**config.mk**
```make
export PLATFORM = sky130hd
export DESIGN_NAME = phy_rst_top
export DESIGN_NICKNAME = d
export VERILOG_FILES = /design/src/rtl/phy_rst_pkg.sv /design/src/rtl/phy_rst_ctrl.sv /design/src/rtl/phy_rst_datapath.sv /design/src/rtl/phy_rst_top.sv
export SDC_FILE = /design/constraint.sdc
export NUM_CORES = 1
export LEC_CHECK = 0
export ABC_AREA = 1
export BUFFER_PORTS_ARGS = -buffer_cell sky130_fd_sc_hd__buf_4
export CORE_MARGIN = 4
export CORE_UTILIZATION = 60
export DETAILED_ROUTE_END_ITERATION = 7
export HOLD_SLACK_MARGIN = 0.02
export PLACE_DENSITY_LB_ADDON = 0.1
export SLEW_MARGIN = 0
export SYNTH_ARGS = -nofsm -noshare
export SYNTH_HDL_FRONTEND = slang
export SYNTH_SLANG_ARGS = --single-unit
```
**constraint.sdc**
```tcl
create_clock -name clk -period 2.6 [get_ports clk]
set_clock_uncertainty 0.05 [all_clocks]
set_input_delay 0.26 -clock clk [delete_from_list [all_inputs] [get_ports clk]]
set_output_delay 0.26 -clock clk [all_outputs]
set_load 0.01 [all_outputs]
```
**src/rtl/phy_rst_pkg.sv**
```systemverilog
package phy_rst_pkg;
  // Strobes from the control half to the datapath half
  typedef struct packed {
    logic hwTrig;      // hardware reset event in progress
    logic swTrig;      // one-cycle software reset request
    logic latchStraps; // capture strap pins this cycle
    logic lineHigh;    // synchronised reset line reads high
  } rstStrobe_t;
endpackage

```
**src/rtl/phy_rst_ctrl.sv**
```systemverilog
module phy_rst_ctrl
  import phy_rst_pkg::*;
#(
  parameter int CLK_MHZ      = 125,
  parameter int MIN_PULSE_NS = 100
) (
  input  logic       clk,
  input  logic       powerOnRstN,
  input  logic       rstPinIn,
  input  logic       xcvrReady,
  input  logic       ctlWrEn,
  input  logic       ctlWrRstBit,
  output logic       rstPinDriveLow,
  output rstStrobe_t strb
);
  localparam int MIN_CYC = (MIN_PULSE_NS * CLK_MHZ + 999) / 1000;
  localparam int LOW_W   = $clog2(MIN_CYC + 1);
  localparam logic [LOW_W-1:0] LOW_LAST = LOW_W'(MIN_CYC - 1);

  logic [1:0]       syncQ;
  logic [LOW_W-1:0] lowCnt;
  logic             porActive;
  logic             swPulse;

  always_ff @(posedge clk or negedge powerOnRstN) begin
    if (!powerOnRstN) begin
      syncQ     <= 2'b00;
      lowCnt    <= '0;
      porActive <= 1'b1;
      swPulse   <= 1'b0;
    end else begin
      syncQ <= {syncQ[0], rstPinIn};
      if (syncQ[1])              lowCnt <= '0;
      else if (lowCnt != LOW_LAST) lowCnt <= lowCnt + 1'b1;
      if (xcvrReady) porActive <= 1'b0;
      swPulse <= ctlWrEn & ctlWrRstBit;
    end
  end

  assign rstPinDriveLow   = porActive;
  assign strb.hwTrig      = porActive | (~syncQ[1] & (lowCnt == LOW_LAST));
  assign strb.swTrig      = swPulse;
  assign strb.latchStraps = porActive | ~syncQ[1];
  assign strb.lineHigh    = syncQ[1];
endmodule

```
**src/rtl/phy_rst_datapath.sv**
```systemverilog
module phy_rst_datapath
  import phy_rst_pkg::*;
#(
  parameter int CLK_MHZ     = 125,
  parameter int STRETCH_US  = 1000,
  parameter int HOLD_CYCLES = 4
) (
  input  logic       clk,
  input  logic       powerOnRstN,
  input  rstStrobe_t strb,
  input  logic       spdStrap,
  input  logic       dpxStrap,
  input  logic       actIn,
  input  logic       colIn,
  input  logic       linkIn,
  output logic       advSpeed100,
  output logic       advFullDpx,
  output logic       rstHw,
  output logic       rstAll,
  output logic       dataEnable,
  output logic [2:0] ledOn
);
  localparam int HOLD_W  = $clog2(HOLD_CYCLES + 1);
  localparam int LED_CYC = STRETCH_US * CLK_MHZ;
  localparam int LED_W   = $clog2(LED_CYC + 1);
  localparam logic [HOLD_W-1:0] HOLD_LD = HOLD_W'(HOLD_CYCLES);
  localparam logic [LED_W-1:0]  LED_LD  = LED_W'(LED_CYC);

  logic [1:0] trig;
  logic [1:0] held;
  assign trig[0] = strb.hwTrig;
  assign trig[1] = strb.hwTrig | strb.swTrig;

  for (genvar g = 0; g < 2; g++) begin : g_hold
    logic [HOLD_W-1:0] cnt;
    always_ff @(posedge clk or negedge powerOnRstN) begin
      if (!powerOnRstN)    cnt <= '0;
      else if (trig[g])    cnt <= HOLD_LD;
      else if (cnt != '0)  cnt <= cnt - 1'b1;
    end
    assign held[g] = trig[g] | (cnt != '0);
  end

  assign rstHw  = held[0];
  assign rstAll = held[1];

  logic [LED_W-1:0] ledCnt;
  always_ff @(posedge clk or negedge powerOnRstN) begin
    if (!powerOnRstN)       ledCnt <= '0;
    else if (rstAll)        ledCnt <= LED_LD;
    else if (ledCnt != '0)  ledCnt <= ledCnt - 1'b1;
  end

  logic ledForce;
  assign ledForce = rstAll | (ledCnt != '0);
  assign ledOn    = {linkIn, colIn, actIn} | {3{ledForce}};

  always_ff @(posedge clk or negedge powerOnRstN) begin
    if (!powerOnRstN) begin
      advSpeed100 <= 1'b0;
      advFullDpx  <= 1'b0;
    end else if (strb.latchStraps) begin
      advSpeed100 <= ~spdStrap;
      advFullDpx  <= dpxStrap;
    end
  end

  assign dataEnable = strb.lineHigh & ~rstAll;
endmodule

```
**src/rtl/phy_rst_top.sv**
```systemverilog
module phy_rst_top
  import phy_rst_pkg::*;
#(
  parameter int CLK_MHZ      = 125,
  parameter int MIN_PULSE_NS = 100,
  parameter int STRETCH_US   = 1000,
  parameter int HOLD_CYCLES  = 4
) (
  input  logic clk,
  input  logic powerOnRstN,
  input  logic rstPinIn,
  output logic rstPinDriveLow,
  input  logic xcvrReady,
  input  logic ctlWrEn,
  input  logic ctlWrRstBit,
  input  logic spdStrap,
  input  logic dpxStrap,
  input  logic actIn,
  input  logic colIn,
  input  logic linkIn,
  output logic advSpeed100,
  output logic advFullDpx,
  output logic rstMgmt,
  output logic rstPcs,
  output logic rstScr,
  output logic rstCtl,
  output logic ctlRstBit,
  output logic dataEnable,
  output logic ledActOn,
  output logic ledColOn,
  output logic ledLinkOn
);
  rstStrobe_t strb;
  logic rstHw, rstAll;
  logic [2:0] ledOn;

  phy_rst_ctrl #(.CLK_MHZ(CLK_MHZ), .MIN_PULSE_NS(MIN_PULSE_NS)) u_ctrl (
    .clk(clk), .powerOnRstN(powerOnRstN), .rstPinIn(rstPinIn),
    .xcvrReady(xcvrReady), .ctlWrEn(ctlWrEn), .ctlWrRstBit(ctlWrRstBit),
    .rstPinDriveLow(rstPinDriveLow), .strb(strb)
  );

  phy_rst_datapath #(.CLK_MHZ(CLK_MHZ), .STRETCH_US(STRETCH_US),
                     .HOLD_CYCLES(HOLD_CYCLES)) u_dp (
    .clk(clk), .powerOnRstN(powerOnRstN), .strb(strb),
    .spdStrap(spdStrap), .dpxStrap(dpxStrap),
    .actIn(actIn), .colIn(colIn), .linkIn(linkIn),
    .advSpeed100(advSpeed100), .advFullDpx(advFullDpx),
    .rstHw(rstHw), .rstAll(rstAll), .dataEnable(dataEnable), .ledOn(ledOn)
  );

  assign rstMgmt   = rstAll;
  assign rstPcs    = rstAll;
  assign rstScr    = rstAll;
  assign rstCtl    = rstHw;
  assign ctlRstBit = rstAll;
  assign {ledLinkOn, ledColOn, ledActOn} = ledOn;
endmodule

```
==> results of run 1 <==
-- worst min path at each step --
stage | from | endpoint | slack [ns] | depth (start not counted)
global route | ctlWrRstBit | u_ctrl.swPulse | 0.06 | 3
global placement | powerOnRstN | u_dp.g_hold[0].cnt[2] | 0.17 | 1
detailed placement | powerOnRstN | u_dp.g_hold[0].cnt[2] | 0.17 | 1
CTS | ctlWrRstBit | u_ctrl.swPulse | 0.06 | 3
finish | ctlWrRstBit | u_ctrl.swPulse | 0.07 | 3
floorplan | powerOnRstN | u_ctrl.lowCnt[0] | -0.09 | 0
-- registers in the layout (all words and copies together), names as in the netlist --
signal	cells
u_ctrl.swPulse	1
u_ctrl.rstPinDriveLow	1
u_dp.advFullDpx	1
u_ctrl.syncQ	2
u_dp.ledCnt	17
u_dp.g_hold.cnt	6
u_dp.advSpeed100	1
u_ctrl.lowCnt	4
-- timing repair --
| action | CTS | global route |
|---|---|---|
| resized for setup | 0 | 0 |
| hold endpoints to repair | 35 | 0 |
| hold buffers | 4 | 0 |
-- layout make-up --
| cell class | instances | area (sq um) | area share |
|---|---|---|---|
| Sequential cell | 33 | 827 | 0.381 |
| Inverter | 46 | 173 | 0.0794 |
| Tap cell | 44 | 55.1 | 0.0253 |
| Clock inverter | 3 | 46.3 | 0.0213 |
| Timing Repair Buffer | 26 | 205 | 0.0944 |
| Clock buffer | 5 | 37.5 | 0.0173 |
| Multi-Input combinational cell | 148 | 830 | 0.382 |
-- per-layer routing --
layer | wire length [microns] | up-vias
met5 | 0 | -
met4 | 63 | 0
met3 | 228 | 6
met2 | 1580 | 34
met1 | 1570 | 663
li1 | - | 766
-- worst max-delay path: cells and delay by family, from the launching register on --
family | cells | cell delay (ns)
fa+ha+maj | 1 | 0.19
flops | 1 | 0.40
buf+inv | 4 | 0.41
simple gates | 6 | 0.64
-- kinds of logic after synthesis --
group,share of synthesized area
flip-flops,0.441
multiplexers,0.00601
XOR/XNOR,0.0374
AO/OA/AOI/OAI,0.0414
adder cells (fa/ha/maj),0.0467
AND/OR/NAND/NOR,0.311
buffers and inverters,0.116
-- cells in the mapped netlist, drive strengths merged --
cell type | count | area (sq um)
nand3 | 31 | 195
buf | 5 | 45.0
xor2 | 5 | 43.8
inv | 46 | 173
dfstp | 1 | 26.3
a21oi | 3 | 15.0
o21ai | 8 | 40.0
nand3b | 1 | 7.51
o31ai | 1 | 7.51
ha | 7 | 87.6
and2 | 1 | 6.26
dfrtp | 32 | 801
nand4 | 2 | 12.5
nor2 | 35 | 168
a211oi | 2 | 15.0
nor3 | 1 | 5.00
mux2 | 1 | 11.3
nand2 | 47 | 189
xnor2 | 3 | 26.3
-- layout by cell type, fill, tap and decap left out --
cell type      Yosys  layout
ha_1               7       7
nand3_1           26      26
nand3_2            3       3
xor2_1             5       5
dfstp_2            1       1
a211oi_1           2       2
dfrtp_1           32      32
buf_4              3      22
nor2_2             2       2
nor3_1             1       1
nand4_1            2       2
nand2_1           44      44
clkinvlp_4         0       1
nand3_4            2       2
o21ai_0            8       8
nand2_2            2       2
o31ai_1            1       1
inv_1             46      46
a21oi_1            3       3
bufinv_16          0       1
nor2_4             2       2
nand3b_1           1       1
nor2_1            30      30
nand2_4            1       1
clkbuf_4           0       5
mux2_2             1       1
nor2_8             1       1
dlygate4sd3_1      0       4
and2_1             1       1
clkinv_4           0       1
xnor2_1            3       3
-- where the power goes --
part | switching, mW | leakage [nW] | internal, mW
combinational | 0.345 | 0.727 | 0.225
sequential | 0.0552 | 0.394 | 0.598
clock | 0.192 | 0.0414 | 0.204
==> impl.org, run 1 <==
** Clock tree
- TritonCTS built the clock tree.
- Counting along the longest clock path gives a buffer depth of 2.
- Buffers inserted during clock tree synthesis total 5.
- CTS root buf :: clkbuf_4
- Setup Fix Bufs, Post-CTS :: 0
- CTS saw 33 sinks.
- Clock latency of the later-clocked register in the worst-skew pair :: 0.35 ns
- Number of levels in the clock H-tree :: 2
- CTS clk-pin slew, worst paths :: 0.12 ns

** Worst setup path
- Max stage delay cell, worst path :: dfrtp_1
- Data on the critical path is required at its endpoint by 2.29 ns.
- Path depth of the worst reg2reg path :: 9
- Of all nets on the critical path, the largest fanout is 9.
- The worst setup path is of the reg -> out kind.
- Traced cell by cell, the critical path runs through inv_1, ha_1, nand2_1, inv_1, nand2_4, nand3_4, inv_1, nand2_2, nor2_4, nand2_1, buf_4.
- Cell repeated most along the worst path :: inv_1
- FF-to-FF End :: u_dp.ledCnt[14]
- The startpoint identified for the worst register-to-register timing path is u_dp.ledCnt[0].
- Following the worst setup path forward leads to its endpoint at ledActOn.
- Data arrives at the worst endpoint at 2.01 ns.
- R2r setup slk :: 0.84 ns
- The worst setup path is captured at an output port.
- Startpoint type of the worst setup path :: flop
- Critical path origin :: u_ctrl.lowCnt[0]
- Slowest cell delay on critical path :: 0.40 ns

** Final layout
- Fraction of layout cells with a size suffix above 1 :: 0.172
- The number of antenna diodes in the final layout is 0.
- After filler insertion, the fill cell instance count of the layout stands at 245.
- Area growth syn-to-layout :: 16.0%
- With fillers left out, the area of the finished cells amounts to 0.00217 sq mm.
- For this run, the post-layout net count is 278.
- Fraction of the core area covered by cells at the end of the flow :: 0.718
- Post-route non-filler standard cell count :: 305

** GRT
- Global-route congestion overflow total :: 0
- M3 GR Usage :: 0.0650
- For this run, global-route usage on met1 was measured as 0.267.
- Global-route wire length before repair :: 6330 microns
- For this run, the total global-route usage over all layers was measured as 0.203.
- In the global route stage, met2 resource usage came out at 0.307.
- Busiest grt layer :: met2
- The number of antenna violations at the first check in global routing was 0.
- The number of global-route vias before repair came to 1418.
- Largest net degree at the start of global routing :: 34

** Route
- Final routed wire length divided by cell count :: 11.3 microns
- Final WL :: 3450 microns
- Detailed Routing Iterations Pass 1 :: 4
- The routed layout has 1469 vias.
- Antenna violation net count after detailed routing :: 0
- DR DRC count :: 0
- Vias per inst :: 4.82
- DR iter-0 viols :: 69

** Timing
- The final max-slew violation count was 0.
- Based on the critical path, the design can be clocked at up to 432 MHz.
- Number of failing hold endpoints at the final stage :: 0
- Unrepaired setup endpoints after global routing :: false
- Min Tclk post-route :: 2.32 ns
- Worst hold slack :: 0.0686 ns
- Total negative slack :: 0 ns
- Slew of the pin with the lowest slew margin :: 0.401 ns
- Worst-case setup margin in the final layout :: 0.283 ns
- Endpoints failing setup :: 0
- Of the available clock period, the critical path in the final layout requires 0.891.
- Max_slew headroom :: 0.733

** Placement
- In this run the cell area measured after placement is 0.00205 sq mm.
- The congestion estimate from routability-driven global placement came to 0.886.
- Final HPWL from detailed placement :: 2580 microns
- Once placement completed, the tool counted placed cells totaling 293.
- Setup Slack @ Placement :: 0.658 ns
- Buffers placed on the I/O ports in this run total 22.

** Yosys
- Sequential element share of the synthesized area :: 0.441
- For this run, the number of Yosys warnings is 0.
- Post-Synthesis Net Count :: 250
- In this run, distinct cell masters in the synthesized netlist total 27.
- #FFs+latches synth :: 33
- Gate count of the mapped netlist :: 232
- Dividing the synthesized area by the synthesized cell count gives 8.08 sq um.
- Post-synthesis instance area :: 0.00187 sq mm

** Flow run
- Max-cap violations :: 0

** Pwr
- P per Cell Area :: 745 mW/mm^2
- Static Leakage :: 1.16 nW
- Total power consumption of the routed design :: 1.62 mW
- Worst IR drop on VDD :: 0.000867 V

** Floorplan
- I/O Pins :: 23
- Die height :: 63.9 microns
- Initial core utilization :: 0.619
- Area of the core :: 0.00303 sq mm
- Count of standard-cell rows :: 20
- The die covers 0.00408 sq mm.
- DIE WIDTH :: 63.9 microns

** Hold path
- In this run the worst hold path is classified as in -> reg.

** Outcome
- The run finished with clean final reports.
Note: power is estimated with default switching activity, not from simulation.
==> inputs of run 2 (changes only) <==
--- a/config.mk
+++ b/config.mk
@@ -8,7 +8,7 @@
 export ABC_AREA = 1
 export BUFFER_PORTS_ARGS = -buffer_cell sky130_fd_sc_hd__buf_4
 export CORE_MARGIN = 4
-export CORE_UTILIZATION = 60
+export CORE_UTILIZATION = 40
 export DETAILED_ROUTE_END_ITERATION = 7
 export HOLD_SLACK_MARGIN = 0.02
 export PLACE_DENSITY_LB_ADDON = 0.1
==> run 2 against run 1 <==
Non-clock buffer count shrank 3. Critical path depth fell by 3. Worst hold slack got worse by 0.031 ns. Core utilization fell by 23 points. Global-route usage down 6.6 points. Sequential cell count unchanged. Clock power down 1%. Sequential share of layout area grew 0.24 points. Total power down 0.50%. Largest cell class unchanged. Highest routed layer unchanged.
==> impl.org, run 2 (synthesized netlist as in run 1, its figures left out) <==
** Worst setup path
- The family of cells with the greatest summed delay on the critical path is simple AND/OR/NAND/NOR gates (unchanged).
- Crit path capture type :: output port (unchanged)
- Cell repeated most along the worst path :: nor2_4 (was inv_1)
- The slowest cell on the critical path is dfrtp_1 (unchanged).
- Worst Path Arrival :: 1.95 ns (was 2.01 ns)
- The critical register-to-register path endpoint is u_dp.ledCnt[14] (unchanged).
- The required time reported for the critical path endpoint came to 2.29 ns (about the same).
- The largest fanout on the critical path was 13 (was 9).
- Worst reg2reg path startpoint :: u_dp.ledCnt[0] (unchanged)
- The startpoint type of the worst setup path was a flop (unchanged).
- Path depth of the worst reg2reg path :: 9 (unchanged)
- The worst setup path category is reg -> out (unchanged).
- The number of buffer and inverter instances along the worst setup path is 2 (was 4).
- The register-to-register path setup slack is 0.77 ns (was 0.84 ns).
- CP Cell Sequence: inv_1, ha_1, nand2_2, nor2_4, nand3_4, nor2_4, nand2_1, buf_4 (was inv_1, ha_1, nand2_1, inv_1, nand2_4, nand3_4, inv_1, nand2_2, nor2_4, nand2_1, buf_4).
- Slowest cell delay on critical path :: 0.37 ns (was 0.40 ns)
- The startpoint of the worst setup timing path was u_dp.ledCnt[0] (was u_ctrl.lowCnt[0]).

** GRT
- Antenna violations before repair :: 0 (unchanged)
- Largest net degree at the start of global routing :: 34 (unchanged)
- The combined global-route utilization of all metal layers is 0.137 (was 0.203).
- Global-route congestion overflow total :: 0 (unchanged)
- Global-route wire length before repair :: 6440 microns (was 6330 microns)
- The number of global-route vias before repair is 1352 (was 1418).

** Route
- The routed length per instance is 11.3 microns (about the same).
- The number of DRC markers after the initial detailed-route iteration came to 72 (was 69).
- The remaining antenna violation count after routing came to 0 (unchanged).
- The count of TritonRoute iterations in the first routing pass is 4 (unchanged).
- Final WL :: 3500 microns (was 3450 microns)
- Via count :: 1417 (was 1469)
- The per-cell via count in the routed design came to 4.57 (was 4.82).
- The final routed DRC violation total came to 0 (unchanged).

** Final layout
- The most frequent standard cell in the layout excluding fill and tap cells is inv_1 (unchanged).
- The number of nets at the end of the flow is 275 (was 278).
- Fraction of layout cells with a size suffix above 1 :: 0.167 (was 0.172)
- Flip-flop count of the largest register after layout :: 17 (unchanged)
- Register with the most flip-flops :: u_dp.ledCnt (unchanged)
- Most frequent cells in the layout :: inv_1 (46), nand2_1 (44), dfrtp_1 (32) (unchanged)
- Largest registers ranked by flip-flop count: u_dp.ledCnt (17), u_dp.g_hold.cnt (6), u_ctrl.lowCnt (4) (unchanged).
- The number of antenna repair diodes is 0 (unchanged).
- Area growth syn-to-layout :: 15.2% (was 16.0%)

** Timing
- Max_slew headroom :: 0.725 (was 0.733)
- The worst path setup slack after routing came to 0.337 ns (was 0.283 ns).
- Unrepaired setup endpoints after global routing: false (unchanged).
- Final slew viol count :: 0 (unchanged)
- The slew at the pin with the worst max-slew slack is 0.412 ns (was 0.401 ns).
- The maximum clock frequency came to 442 MHz (was 432 MHz).
- Endpoints failing setup :: 0 (unchanged)
- Min Tclk post-route :: 2.26 ns (was 2.32 ns)
- Worst hold slack :: 0.0377 ns (was 0.0686 ns)
- The post-route fraction of the period consumed by the critical path is 0.871 (was 0.891).
- The setup total negative slack was 0 ns (unchanged).
- Number of failing hold endpoints at the final stage :: 0 (unchanged)

** Flow run
- The total of max-cap violations came to 0 (unchanged).

** Clock tree
- The root buffer cell is clkbuf_8 (was clkbuf_4).
- The CTS sink count came to 33 (unchanged).
- The maximum buffer depth of the clock tree came to 2 (unchanged).
- Post-cts resize count :: 0 (unchanged)
- The clock edge transition at the registers on the reported setup and hold paths came to 0.07 ns (was 0.12 ns).
- Setup Fix Bufs, Post-CTS :: 0 (unchanged)
- Clock latency of the later-clocked register in the worst-skew pair :: 0.28 ns (was 0.35 ns)
- The clock tree from TritonCTS is yes (unchanged).
- The total clock buffers created by CTS came to 5 (unchanged).
- Number of levels in the clock H-tree :: 2 (unchanged)

** Placement
- Setup Slack @ Placement :: 0.651 ns (was 0.658 ns)
- The total of buffers placed on input and output ports was 22 (unchanged).
- The detailed placement HPWL came to 2580 microns (about the same).
- Final RePlAce weighted congestion :: 0.792 (was 0.886)

** Pwr
- Worst IR drop on VDD :: 0.000511 V (was 0.000867 V)
- The leakage power summed over all cells was 1.15 nW (was 1.16 nW).
- P per Cell Area :: 746 mW/mm^2 (was 745 mW/mm^2)

** Hold path
- The worst hold path class is in -> reg (unchanged).
- The start point of the worst min-delay path is rstPinIn (was ctlWrRstBit).
- Hold Path End :: u_ctrl.syncQ[0] (was u_ctrl.swPulse)
- Worst hold path cell count :: 1 (was 3)

** Outcome
- Run status :: finished, final reports clean (unchanged)

** Floorplan
- The number of core rows was 24 (was 20).
- The starting density of the core is 0.422 (was 0.619).
- Total Die Area :: 0.00584 sq mm (was 0.00408 sq mm)
- The area of the core came to 0.00444 sq mm (was 0.00303 sq mm).
- The die width came to 76.5 microns (was 63.9 microns).
- Die height :: 76.5 microns (was 63.9 microns)
- The number of top-level design ports was 23 (unchanged).
-- run 2: cell count changes in the layout (fill, tap and decap cells not counted), sizes merged --
cell	before	now
clkbuf	5	8
dlygate4sd3	4	1
bufinv	1	0
clkinv	1	0
clkinvlp	1	0
-- run 2: worst max path at each step --
stage	slack, ns	to	cells after the start
after floorplan	0.91	ledActOn	10
after global placement	0.68	ledColOn	8
after detailed placement	0.65	ledActOn	8
after CTS	0.33	ledActOn	8
after global routing	0.15	ledActOn	8
final	0.34	ledActOn	8
-- run 2: per-stage QoR --
step | instance area (sq um) | utilization | cells | power [mW]
2_1_floorplan | 1870 | - | 232 | 1.09
3_3_place_gp | 2060 | 0.463 | 301 | 1.23
3_5_place_dp | 2060 | 0.463 | 301 | 1.23
4_1_cts | 2160 | 0.486 | 310 | 1.64
5_1_grt | 2160 | 0.486 | 310 | 1.76
6_report | 2160 | 0.486 | 310 | 1.61
-- run 2: final cells by class --
cell class | count | area [sq um]
Multi-Input combinational cell | 148 | 830
Timing Repair Buffer | 23 | 175
Inverter | 46 | 173
Sequential cell | 33 | 827
Fill cell | 435 | 2280
Tap cell | 52 | 65.1
Clock buffer | 8 | 90.1
-- run 2: worst register-to-register path, delay by kind of cell, from the launching register on --
kind / cells / cell delay [ns]
fa+ha+maj: 1 / 0.30
simple gates: 5 / 0.67
buf+inv: 3 / 0.34
flops: 1 / 0.37
-- run 2: repair_timing --
action	in CTS	in global routing
hold endpoints to repair	32	0
endpoints found under the setup margin	0	0
hold buffers	1	0
-- run 2: power breakdown --
part / total, mW / internal, mW / leakage (nW) / switching (mW)
Sequential: 0.649 / 0.599 / 0.394 / 0.0507
Clock: 0.392 / 0.216 / 0.0455 / 0.176
Combinational: 0.570 / 0.222 / 0.714 / 0.348
-- run 2: per-layer routing --
layer | wire length (microns) | track usage
met5 | 0 | 0
met2 | 1450 | 0.192
met4 | 57 | 0.0598
met3 | 124 | 0.0343
met1 | 1870 | 0.197
